## src/rtl/hp_slot_pkg.sv

```systemverilog
// Shared field positions and encodings of the slot register pair.
// Assumes the control half is 11 stored bits and the status half is 8 bits.
package hp_slot_pkg;
    localparam int CTL_W = 11;
    localparam int STS_W = 8;

    // control field positions
    localparam int C_ABPE  = 0;
    localparam int C_PFDE  = 1;
    localparam int C_MRLE  = 2;
    localparam int C_PDCE  = 3;
    localparam int C_CCIE  = 4;
    localparam int C_HPIE  = 5;
    localparam int C_AIC   = 6;
    localparam int C_PIC   = 8;
    localparam int C_PCC   = 10;
    localparam int C_EIC   = 11;

    // status field positions
    localparam int S_ABP   = 0;
    localparam int S_PFD   = 1;
    localparam int S_MRLC  = 2;
    localparam int S_PDC   = 3;
    localparam int S_CC    = 4;
    localparam int S_MRLS  = 5;
    localparam int S_PDS   = 6;
    localparam int S_EIS   = 7;

    localparam logic [STS_W-1:0] W1C_MASK = 8'b0001_1111;

    localparam logic [1:0] IND_ON    = 2'b01;
    localparam logic [1:0] IND_BLINK = 2'b10;
    localparam logic [1:0] IND_OFF   = 2'b11;
endpackage

```

## src/rtl/hp_slot_ctl.sv

```systemverilog
// Control half: stores the writable command fields under byte enables and
// decodes each write into command, lock-toggle and safe-detach strobes.
// Assumes one write per cycle; lock-control bit is never stored.
module hp_slot_ctl
    import hp_slot_pkg::*;
#(
    parameter bit PWR_CTRL_PRESENT = 1'b1
) (
    input  logic             clk,
    input  logic             rst_n,
    input  logic             strap_populated,
    input  logic             wr_en,
    input  logic [1:0]       wr_be,
    input  logic [11:0]      wr_data,
    input  logic             pds,
    output logic [CTL_W-1:0] ctl_q,
    output logic             cmd_stb,
    output logic             eic_tgl,
    output logic             detach_req
);
    localparam logic [CTL_W-1:0] WMASK = PWR_CTRL_PRESENT ? 11'h7FF : 11'h3FF;

    logic [1:0]       rst_pic;
    logic             rst_pcc;
    logic [CTL_W-1:0] rst_val;
    logic [CTL_W-1:0] lane;
    logic [CTL_W-1:0] ctl_nxt;

    // reset values of the power fields depend on whether a controller exists
    generate
        if (PWR_CTRL_PRESENT) begin : g_pwr
            assign rst_pic = strap_populated ? IND_ON : IND_OFF;
            assign rst_pcc = ~strap_populated;
        end else begin : g_nopwr
            assign rst_pic = 2'b00;
            assign rst_pcc = 1'b0;
        end
    endgenerate

    assign rst_val = {rst_pcc, rst_pic, IND_OFF, 6'b000000};
    assign lane    = {{3{wr_be[1]}}, {8{wr_be[0]}}} & WMASK;

    // command strobes decoded from the raw write
    assign cmd_stb    = wr_en & (|wr_be);
    assign eic_tgl    = wr_en & wr_be[1] & wr_data[C_EIC];
    assign detach_req = wr_en & wr_be[1] & wr_data[C_PCC] &
                        (wr_data[C_PIC+1:C_PIC] == IND_OFF) & pds;

    // merge enabled lanes into the stored fields
    always_comb begin
        ctl_nxt = ctl_q;
        if (wr_en) ctl_nxt = (ctl_q & ~lane) | (wr_data[CTL_W-1:0] & lane);
    end

    // control register with synchronous reset
    always_ff @(posedge clk) begin
        if (!rst_n) ctl_q <= rst_val;
        else        ctl_q <= ctl_nxt;
    end

    p_detach_fields_r6: assert property (@(posedge clk) disable iff (!rst_n)
        detach_req |=> ctl_q[C_PCC] && (ctl_q[C_PIC+1:C_PIC] == IND_OFF));
    p_no_write_hold_r5: assert property (@(posedge clk) disable iff (!rst_n)
        !wr_en |=> $stable(ctl_q));
endmodule

```

## src/rtl/hp_slot_sts.sv

```systemverilog
// Status half: presence, lock and write-1-to-clear event bits.
// Assumes hot-plug pulses last one cycle; a set beats a clear of the same bit.
module hp_slot_sts
    import hp_slot_pkg::*;
(
    input  logic             clk,
    input  logic             rst_n,
    input  logic             strap_populated,
    input  logic             cmd_stb,
    input  logic             eic_tgl,
    input  logic             detach_req,
    input  logic             insert_req,
    input  logic             remove_req,
    input  logic             btn_press,
    input  logic             w1c_en,
    input  logic [STS_W-1:0] w1c_data,
    output logic [STS_W-1:0] sts_q
);
    logic             ins_ok;
    logic [STS_W-1:0] evt_set;
    logic [STS_W-1:0] evt_clr;
    logic [STS_W-1:0] sts_nxt;

    assign ins_ok = insert_req & ~sts_q[S_EIS];

    // event sources and clears
    always_comb begin
        evt_set          = '0;
        evt_set[S_ABP]   = btn_press;
        evt_set[S_PDC]   = detach_req | ins_ok | remove_req;
        evt_set[S_CC]    = cmd_stb;
        evt_clr          = w1c_en ? (w1c_data & W1C_MASK) : '0;
    end

    // next status: events, presence priority and lock toggle
    always_comb begin
        sts_nxt = (sts_q & ~evt_clr) | evt_set;
        if (detach_req)      sts_nxt[S_PDS] = 1'b0;
        else if (ins_ok)     sts_nxt[S_PDS] = 1'b1;
        else if (remove_req) sts_nxt[S_PDS] = 1'b0;
        sts_nxt[S_EIS] = sts_q[S_EIS] ^ eic_tgl;
    end

    // status register with synchronous reset
    always_ff @(posedge clk) begin
        if (!rst_n) begin
            sts_q        <= '0;
            sts_q[S_PDS] <= strap_populated;
        end else begin
            sts_q <= sts_nxt;
        end
    end

    p_lock_toggle_r4: assert property (@(posedge clk) disable iff (!rst_n)
        eic_tgl |=> sts_q[S_EIS] != $past(sts_q[S_EIS]));
    p_locked_insert_r7: assert property (@(posedge clk) disable iff (!rst_n)
        insert_req && sts_q[S_EIS] && !remove_req && !detach_req |=> $stable(sts_q[S_PDS]));
    p_w1c_pdc_r8: assert property (@(posedge clk) disable iff (!rst_n)
        w1c_en && w1c_data[S_PDC] && !detach_req && !insert_req && !remove_req |=> !sts_q[S_PDC]);
    p_detach_pres_r6: assert property (@(posedge clk) disable iff (!rst_n)
        detach_req |=> !sts_q[S_PDS] && sts_q[S_PDC]);
    p_button_r9: assert property (@(posedge clk) disable iff (!rst_n)
        btn_press |=> sts_q[S_ABP]);
endmodule

```

## src/rtl/hp_slot_regs.sv

```systemverilog
// Top: joins the control and status halves into one configuration dword,
// drives the slot outputs and the interrupt request.
// Assumes control in bits 15:0 and status in bits 23:16 of the dword.
module hp_slot_regs
    import hp_slot_pkg::*;
#(
    parameter bit PWR_CTRL_PRESENT = 1'b1
) (
    input  logic        clk,
    input  logic        rst_n,
    input  logic        strap_populated,
    input  logic        cfg_wr_en,
    input  logic [3:0]  cfg_wr_be,
    input  logic [31:0] cfg_wr_data,
    output logic [31:0] cfg_rd_data,
    input  logic        insert_req,
    input  logic        remove_req,
    input  logic        btn_press,
    output logic [1:0]  attn_ind,
    output logic [1:0]  pwr_ind,
    output logic        pwr_off,
    output logic        lock_engaged,
    output logic        irq
);
    localparam int STS_LO = 16;

    logic [CTL_W-1:0] ctl_q;
    logic [STS_W-1:0] sts_q;
    logic             cmd_stb, eic_tgl, detach_req;
    logic             unused_wbits;

    assign unused_wbits = ^{cfg_wr_be[3], cfg_wr_data[31:24], cfg_wr_data[15:12]};

    hp_slot_ctl #(.PWR_CTRL_PRESENT(PWR_CTRL_PRESENT)) u_ctl (
        .clk             (clk),
        .rst_n           (rst_n),
        .strap_populated (strap_populated),
        .wr_en           (cfg_wr_en),
        .wr_be           (cfg_wr_be[1:0]),
        .wr_data         (cfg_wr_data[11:0]),
        .pds             (sts_q[S_PDS]),
        .ctl_q           (ctl_q),
        .cmd_stb         (cmd_stb),
        .eic_tgl         (eic_tgl),
        .detach_req      (detach_req)
    );

    hp_slot_sts u_sts (
        .clk             (clk),
        .rst_n           (rst_n),
        .strap_populated (strap_populated),
        .cmd_stb         (cmd_stb),
        .eic_tgl         (eic_tgl),
        .detach_req      (detach_req),
        .insert_req      (insert_req),
        .remove_req      (remove_req),
        .btn_press       (btn_press),
        .w1c_en          (cfg_wr_en & cfg_wr_be[2]),
        .w1c_data        (cfg_wr_data[STS_LO+STS_W-1:STS_LO]),
        .sts_q           (sts_q)
    );

    // read view and slot outputs
    assign cfg_rd_data  = {8'h00, sts_q, 5'b00000, ctl_q};
    assign attn_ind     = ctl_q[C_AIC+1:C_AIC];
    assign pwr_ind      = ctl_q[C_PIC+1:C_PIC];
    assign pwr_off      = ctl_q[C_PCC];
    assign lock_engaged = sts_q[S_EIS];
    assign irq = ctl_q[C_HPIE] & ((sts_q[S_PDC] & ctl_q[C_PDCE]) |
                                  (sts_q[S_ABP] & ctl_q[C_ABPE]) |
                                  (sts_q[S_CC]  & ctl_q[C_CCIE]));

    p_cmd_done_r5: assert property (@(posedge clk) disable iff (!rst_n)
        cfg_wr_en && (|cfg_wr_be[1:0]) |=> cfg_rd_data[STS_LO+S_CC]);
    p_eic_zero_r4: assert property (@(posedge clk) disable iff (!rst_n)
        cfg_wr_en && cfg_wr_be[1] && cfg_wr_data[11] |=> !cfg_rd_data[11]);
    p_status_ro_r11: assert property (@(posedge clk) disable iff (!rst_n)
        cfg_wr_en && (cfg_wr_be[1:0] == 2'b00) && !insert_req && !remove_req
        |=> $stable(cfg_rd_data[STS_LO+S_PDS]) && $stable(lock_engaged));
endmodule

```

## config.mk

```make
export PLATFORM = sky130hd
export DESIGN_NAME = hp_slot_regs
export DESIGN_NICKNAME = d
export VERILOG_FILES = /design/src/rtl/hp_slot_pkg.sv /design/src/rtl/hp_slot_ctl.sv /design/src/rtl/hp_slot_sts.sv /design/src/rtl/hp_slot_regs.sv
export SDC_FILE = /design/constraint.sdc
export NUM_CORES = 1
export LEC_CHECK = 0
export CAP_MARGIN = 20
export CORE_MARGIN = 2
export CORE_UTILIZATION = 45
export DETAILED_ROUTE_END_ITERATION = 10
export DONT_BUFFER_PORTS = 1
export PLACE_DENSITY_LB_ADDON = 0.05
export SLEW_MARGIN = 20
export SYNTH_ARGS = -nofsm -noshare
export SYNTH_HDL_FRONTEND = slang
export SYNTH_HIERARCHICAL = 1
export SYNTH_SLANG_ARGS = --single-unit
```

## constraint.sdc

```tcl
create_clock -name clk -period 1 [get_ports clk]
set_input_delay 0.15 -clock clk [delete_from_list [all_inputs] [get_ports clk]]
set_output_delay 0.15 -clock clk [all_outputs]
set_load 0.01 [all_outputs]
```

Word-level counts from Yosys, hierarchy flattened
Cells that the tools add are included.
{"block": "totals", "inputBits": 43, "register_bits": 19, "word_cells": 41}
{"block": "classes", "bitwise": 26, "muxes": 8, "eq_ne": 2, "reduce_logical": 1}
{"cell": "$and A11 B11 Y11", "n": 2}
{"cell": "$mux W11", "n": 2}
{"cell": "$and A1 B1 Y1", "n": 12}
{"cell": "$not A11 Y11", "n": 1}
{"cell": "$or A11 B11 Y11", "n": 1}
{"cell": "$and A7 B7 Y7", "n": 1}
{"cell": "$mux W7", "n": 1}
{"cell": "$not A7 Y7", "n": 1}
{"cell": "$or A7 B5 Y7", "n": 1}
{"cell": "$mux W5", "n": 1}
{"cell": "$or A1 B1 Y1", "n": 4}
{"cell": "$mux W1", "n": 3}
{"cell": "$eq A2 B2 Y1 const B", "n": 1}
{"cell": "$mux W2", "n": 1}
{"cell": "$ne A2 B1 Y1 const B", "n": 1}
{"cell": "$not A1 Y1", "n": 2}
{"cell": "$reduce_or A2 Y1", "n": 1}
{"cell": "$xor A1 B1 Y1", "n": 1}

Longest topological paths before layout
{"block": "depth", "word_depth": 11, "depth_mapped": 5}

By module
Netlist, hierarchy kept.
{"module": "hp_slot_ctl", "cells_each": 55, "instances": 1, "area_each_um2": 536.8}
{"module": "hp_slot_sts", "cells_each": 29, "instances": 1, "area_each_um2": 264.0}
{"module": "hp_slot_regs", "cells_each": 23, "instances": 1, "area_each_um2": 168.9}

Least setup slack after synthesis
Ideal clock, no wire load.
{"block": "synth_path", "path_type": "register to register", "from": "register u_sts.sts_q[6]", "to": "register u_sts.sts_q[3]", "setup_ps": 125, "n_path_buf": 0, "stages_incl_launch_ff": 4, "required_time_ps": 875, "arrival_ps": 850, "slack_ps": 25, "cell_sequence": "dfxtp_1 -> nand4_1 -> nor2_1 -> o41a_1"}
{"block": "synth_between", "elab_chain_cells": 4}
{"item": "start: declaration", "line": "hp_slot_sts.sv:17", "rtl": "output logic [STS_W-1:0] sts_q"}
{"item": "start signal: indexed assignment", "line": "hp_slot_sts.sv:48", "rtl": "sts_q[S_PDS] <= strap_populated;"}
{"item": "start signal: assignment", "line": "hp_slot_sts.sv:50", "rtl": "sts_q <= sts_nxt;"}
{"item": "$and A1 B1 Y1", "line": "hp_slot_ctl.sv:47", "rtl": "(wr_data[C_PIC+1:C_PIC] == IND_OFF) & pds;"}
{"item": "net detach_req", "line": "hp_slot_regs.sv:29", "rtl": "logic cmd_stb, eic_tgl, detach_req;"}
{"item": "$or A1 B1 Y1 (2 in a row)", "line": "hp_slot_sts.sv:30", "rtl": "evt_set[S_PDC] = detach_req | ins_ok | remove_req;"}
{"item": "$or A7 B5 Y7", "line": "hp_slot_sts.sv:37", "rtl": "sts_nxt = (sts_q & ~evt_clr) | evt_set;"}
The timed path passes the listed nets, and every way through them passes these cells.
A chain may end at the register's enable or synchronous reset.

Final worst setup path
{"block": "layout_path", "from": "register u_sts.sts_q[0]", "to": "output port irq"}
{"block": "layout_between", "elab_chain_cells": 4}
{"item": "$and A1 B1 Y1", "line": "hp_slot_regs.sv:70", "rtl": "(sts_q[S_ABP] & ctl_q[C_ABPE]) |"}
{"item": "$or A1 B1 Y1", "line": "hp_slot_regs.sv:69", "rtl": "assign irq = ctl_q[C_HPIE] & ((sts_q[S_PDC] & ctl_q[C_PDCE]) |"}
{"item": "$or A1 B1 Y1", "line": "hp_slot_regs.sv:70"}
{"item": "$and A1 B1 Y1", "line": "hp_slot_regs.sv:69"}
{"item": "end: declaration", "line": "hp_slot_regs.sv:23", "rtl": "output logic irq"}
No other way between the ends.

==> results.toml <==
[clock_tree]
clock_latency_ps = 280
clk_pin_slew_worst_paths_ps = 90
numCtsBuffers = 3
cts_buffer_depth = 2
cts_tree = "yes"
postCtsSetupBuffers = 0
cts-root-buf = "clkbuf_4"
clkSinkCount = 18
htreeDepth = 1

[logic_synthesis]
syn_avg_cell_area_um2 = 9.06
synthTopCellsByArea = "dfxtp_1 31%, buf_4 15%, edfxtp_1 9.3%"
synth_top_family_by_area = "buffers and inverters"
yosys_warnings = 6
synthCells = 107
async_reset_ff_frac = 0
netlist-cell-type-count = 26
synthTopCellsByCount = "20 x buf_4, 15 x dfxtp_1"
synth-edff-count = 3
synth-simple-area-share = 0.154
ys_seq_area_frac = 0.403
synth_xor_area_frac = 0.00903
post-synth-top-area-cell = "dfxtp_1"
syn_area_um2 = 970
synthMuxAreaShare = 0.0310
synth_compound_area_frac = 0.197
synthAdderAreaFrac = 0
ys.flop_type = "dfxtp_1"
yosysMostFrequentCell = "buf_4"
synth_top_area_frac = 0.310
synth-seq-cells = 18

[outcome]
violations = "setup timing"
status = "finished, violations left"

[placed_design]
dpl.hpwl_mm = 1.31
gp_congestion = 0.636
post-place-ws_ps = 48.4
portBuffers = 0
placed_area_um2 = 950

[detailed_routing]
firstDrtPassIters = 4
viasPerCell = 5.11
drc_errors = 0
post_drt_wl_per_cell_um = 13.3
drtIter0Drc = 9
dr_total_vias = 715
antenna_left = 0
drt_wl_total_mm = 1.86

[die]
start_util = 0.484
die_h_um = 50.4
num_io_pins = 82
core_area_mm2 = 0.00200
die_area_mm2 = 0.00254
num_rows = 16
die-width_um = 50.4

[worst_setup_path]
cp_slowest_cell = "a222oi_1"
critical-path-top-delay-family = "compound AO/OA/AOI/OAI gates"
reg2reg_setup_slack_ps = 40
crit_arrival_ps = 1080
cp_max_fo = 2
reg2reg_to = "u_sts/sts_q[3]$_SDFF_PN0_"
max_stage_delay_ps = 340
path_cells = "a222oi_1 > nor2b_1"
cp.buffers_inverters = 0
r2r-start = "u_sts/sts_q[6]$_DFF_P_"
cp.required_ps = 850
critPathKind = "reg -> out"
crit_path_end_kind = "primary output"
reg2regPathDepth = 3
cp-start-kind = "register"

[power_and_ir_drop]
report.power.total_mw = 1.41
pwr-share-comb = 0.161
p_switching_mw = 0.357
p_int_mw = 1.05
leakage_nw = 0.484
pwr-share-clk = 0.259
ir_worst_vdd_mv = 0.763
swShare = 0.254
power_density_mw_per_mm2 = 1360
pwr-share-seq = 0.580

[timing]
rsz0062_at_grt = "true"
finalSetupViolCount = 3
clock.fmax_mhz = 811
holdWs_ps = 8.16
fin_crit_sh = 1.23
fin_worst_skew_ps = 0.0716
slew_headroom = 0.615
timing.final.hold_violations = 0
postLayoutSetupSlackWorst_ps = -233
period_needed_ps = 1230
tightest_slew_ps = 578
slew_viol_final = 0

[global_routing]
grt_pass1_vias = 700
grt_max_degree = 22
antenna_found_initial = 0
grt_overflow_total = 0
grt_use_total = 0.150
grt_pass1_wl_mm = 2.85

[hold_path]
holdPathStages = 2
holdCritPathClass = "in -> reg"
min_from = "strap_populated"
hold_end = "u_sts/sts_q[6]$_DFF_P_"

[flow_run]
drv_cap = 0

[final_layout]
antenna_cells = 0
area_growth_pct = 6.84
drive_gt1_frac = 0.168
nets = 157
stdcell_area_mm2 = 0.00104
==> placed cells by master (no fill, tap or decap), drive strengths merged, types with 2 or more instances in the layout <==
| cell type | instances |
|---|---|
| o21a | 6 |
| dlygate4sd3 | 3 |
| o21ai | 3 |
| mux2i | 3 |
| a21boi | 7 |
| nor2 | 3 |
| inv | 3 |
| buf | 11 |
| nand2 | 7 |
| dfxtp | 15 |
| conb | 14 |
| clkbuf | 4 |
| nor2b | 4 |
| and2 | 2 |
| and3 | 7 |
| o22ai | 3 |
| and3b | 2 |
| edfxtp | 3 |
| a21oi | 7 |
==> through the flow <==
step	cells	util	setup TNS [ps]
after floorplan	119	-	0
after global placement	132	0.474	0
after global routing	140	0.518	-654
after CTS	139	0.508	-624
after detailed placement	132	0.474	0
final	140	0.518	-243
==> power groups by stage <==
stage / clock [mW] / combinational [mW] / sequential (mW)
floorplan: 0 / 0.207 / 0.843
finish: 0.364 / 0.226 / 0.816
global route: 0.410 / 0.251 / 0.823
global placement: 0 / 0.194 / 0.828
detailed placement: 0 / 0.196 / 0.828
CTS: 0.386 / 0.221 / 0.814
==> area by class of cell <==
class | instances | area (um^2)
clock buffer | 4 | 26.3
sequential | 18 | 394
tap | 27 | 33.8
fill | 200 | 966
inverter | 3 | 11.3
timing repair buffer | 15 | 136
multi-input combinational | 73 | 434
==> worst max-delay path by stage <==
stage	slack, ps	end	cells after the start	startpoint
2_1_floorplan	20	u_sts/sts_q[3]$_SDFF_PN0_	3	u_sts/sts_q[6]$_DFF_P_
4_1_cts	-270	irq	2	u_sts/sts_q[0]$_SDFF_PN0_
3_3_place_gp	50	u_sts/sts_q[3]$_SDFF_PN0_	3	u_sts/sts_q[6]$_DFF_P_
6_report	-230	irq	2	u_sts/sts_q[0]$_SDFF_PN0_
5_1_grt	-360	irq	2	u_sts/sts_q[0]$_SDFF_PN0_
3_5_place_dp	50	u_sts/sts_q[3]$_SDFF_PN0_	3	u_sts/sts_q[6]$_DFF_P_
==> what timing repair did <==
action,4_1_cts,5_1_grt
pin swaps,0,1
hold buffers,3,1
resized for setup,3,5
hold endpoints to repair,15,1
setup endpoints to repair,7,24
==> layer usage <==
| metal | GRT usage | wire length [um] |
|---|---|---|
| met3 | 0.0536 | 197 |
| met5 | 0 | 0 |
| met4 | 0.0721 | 10 |
| met2 | 0.252 | 850 |
| met1 | 0.166 | 800 |
==> cell families after synthesis <==
group | after synthesis
AOI/OAI and AO/OA | 28
xor gates and xnor gates | 1
buffers and inverters | 28
DFF | 18
muxes | 3
other | 2
and+or+nand+nor | 27
Note: power is estimated with default switching activity, not from simulation.
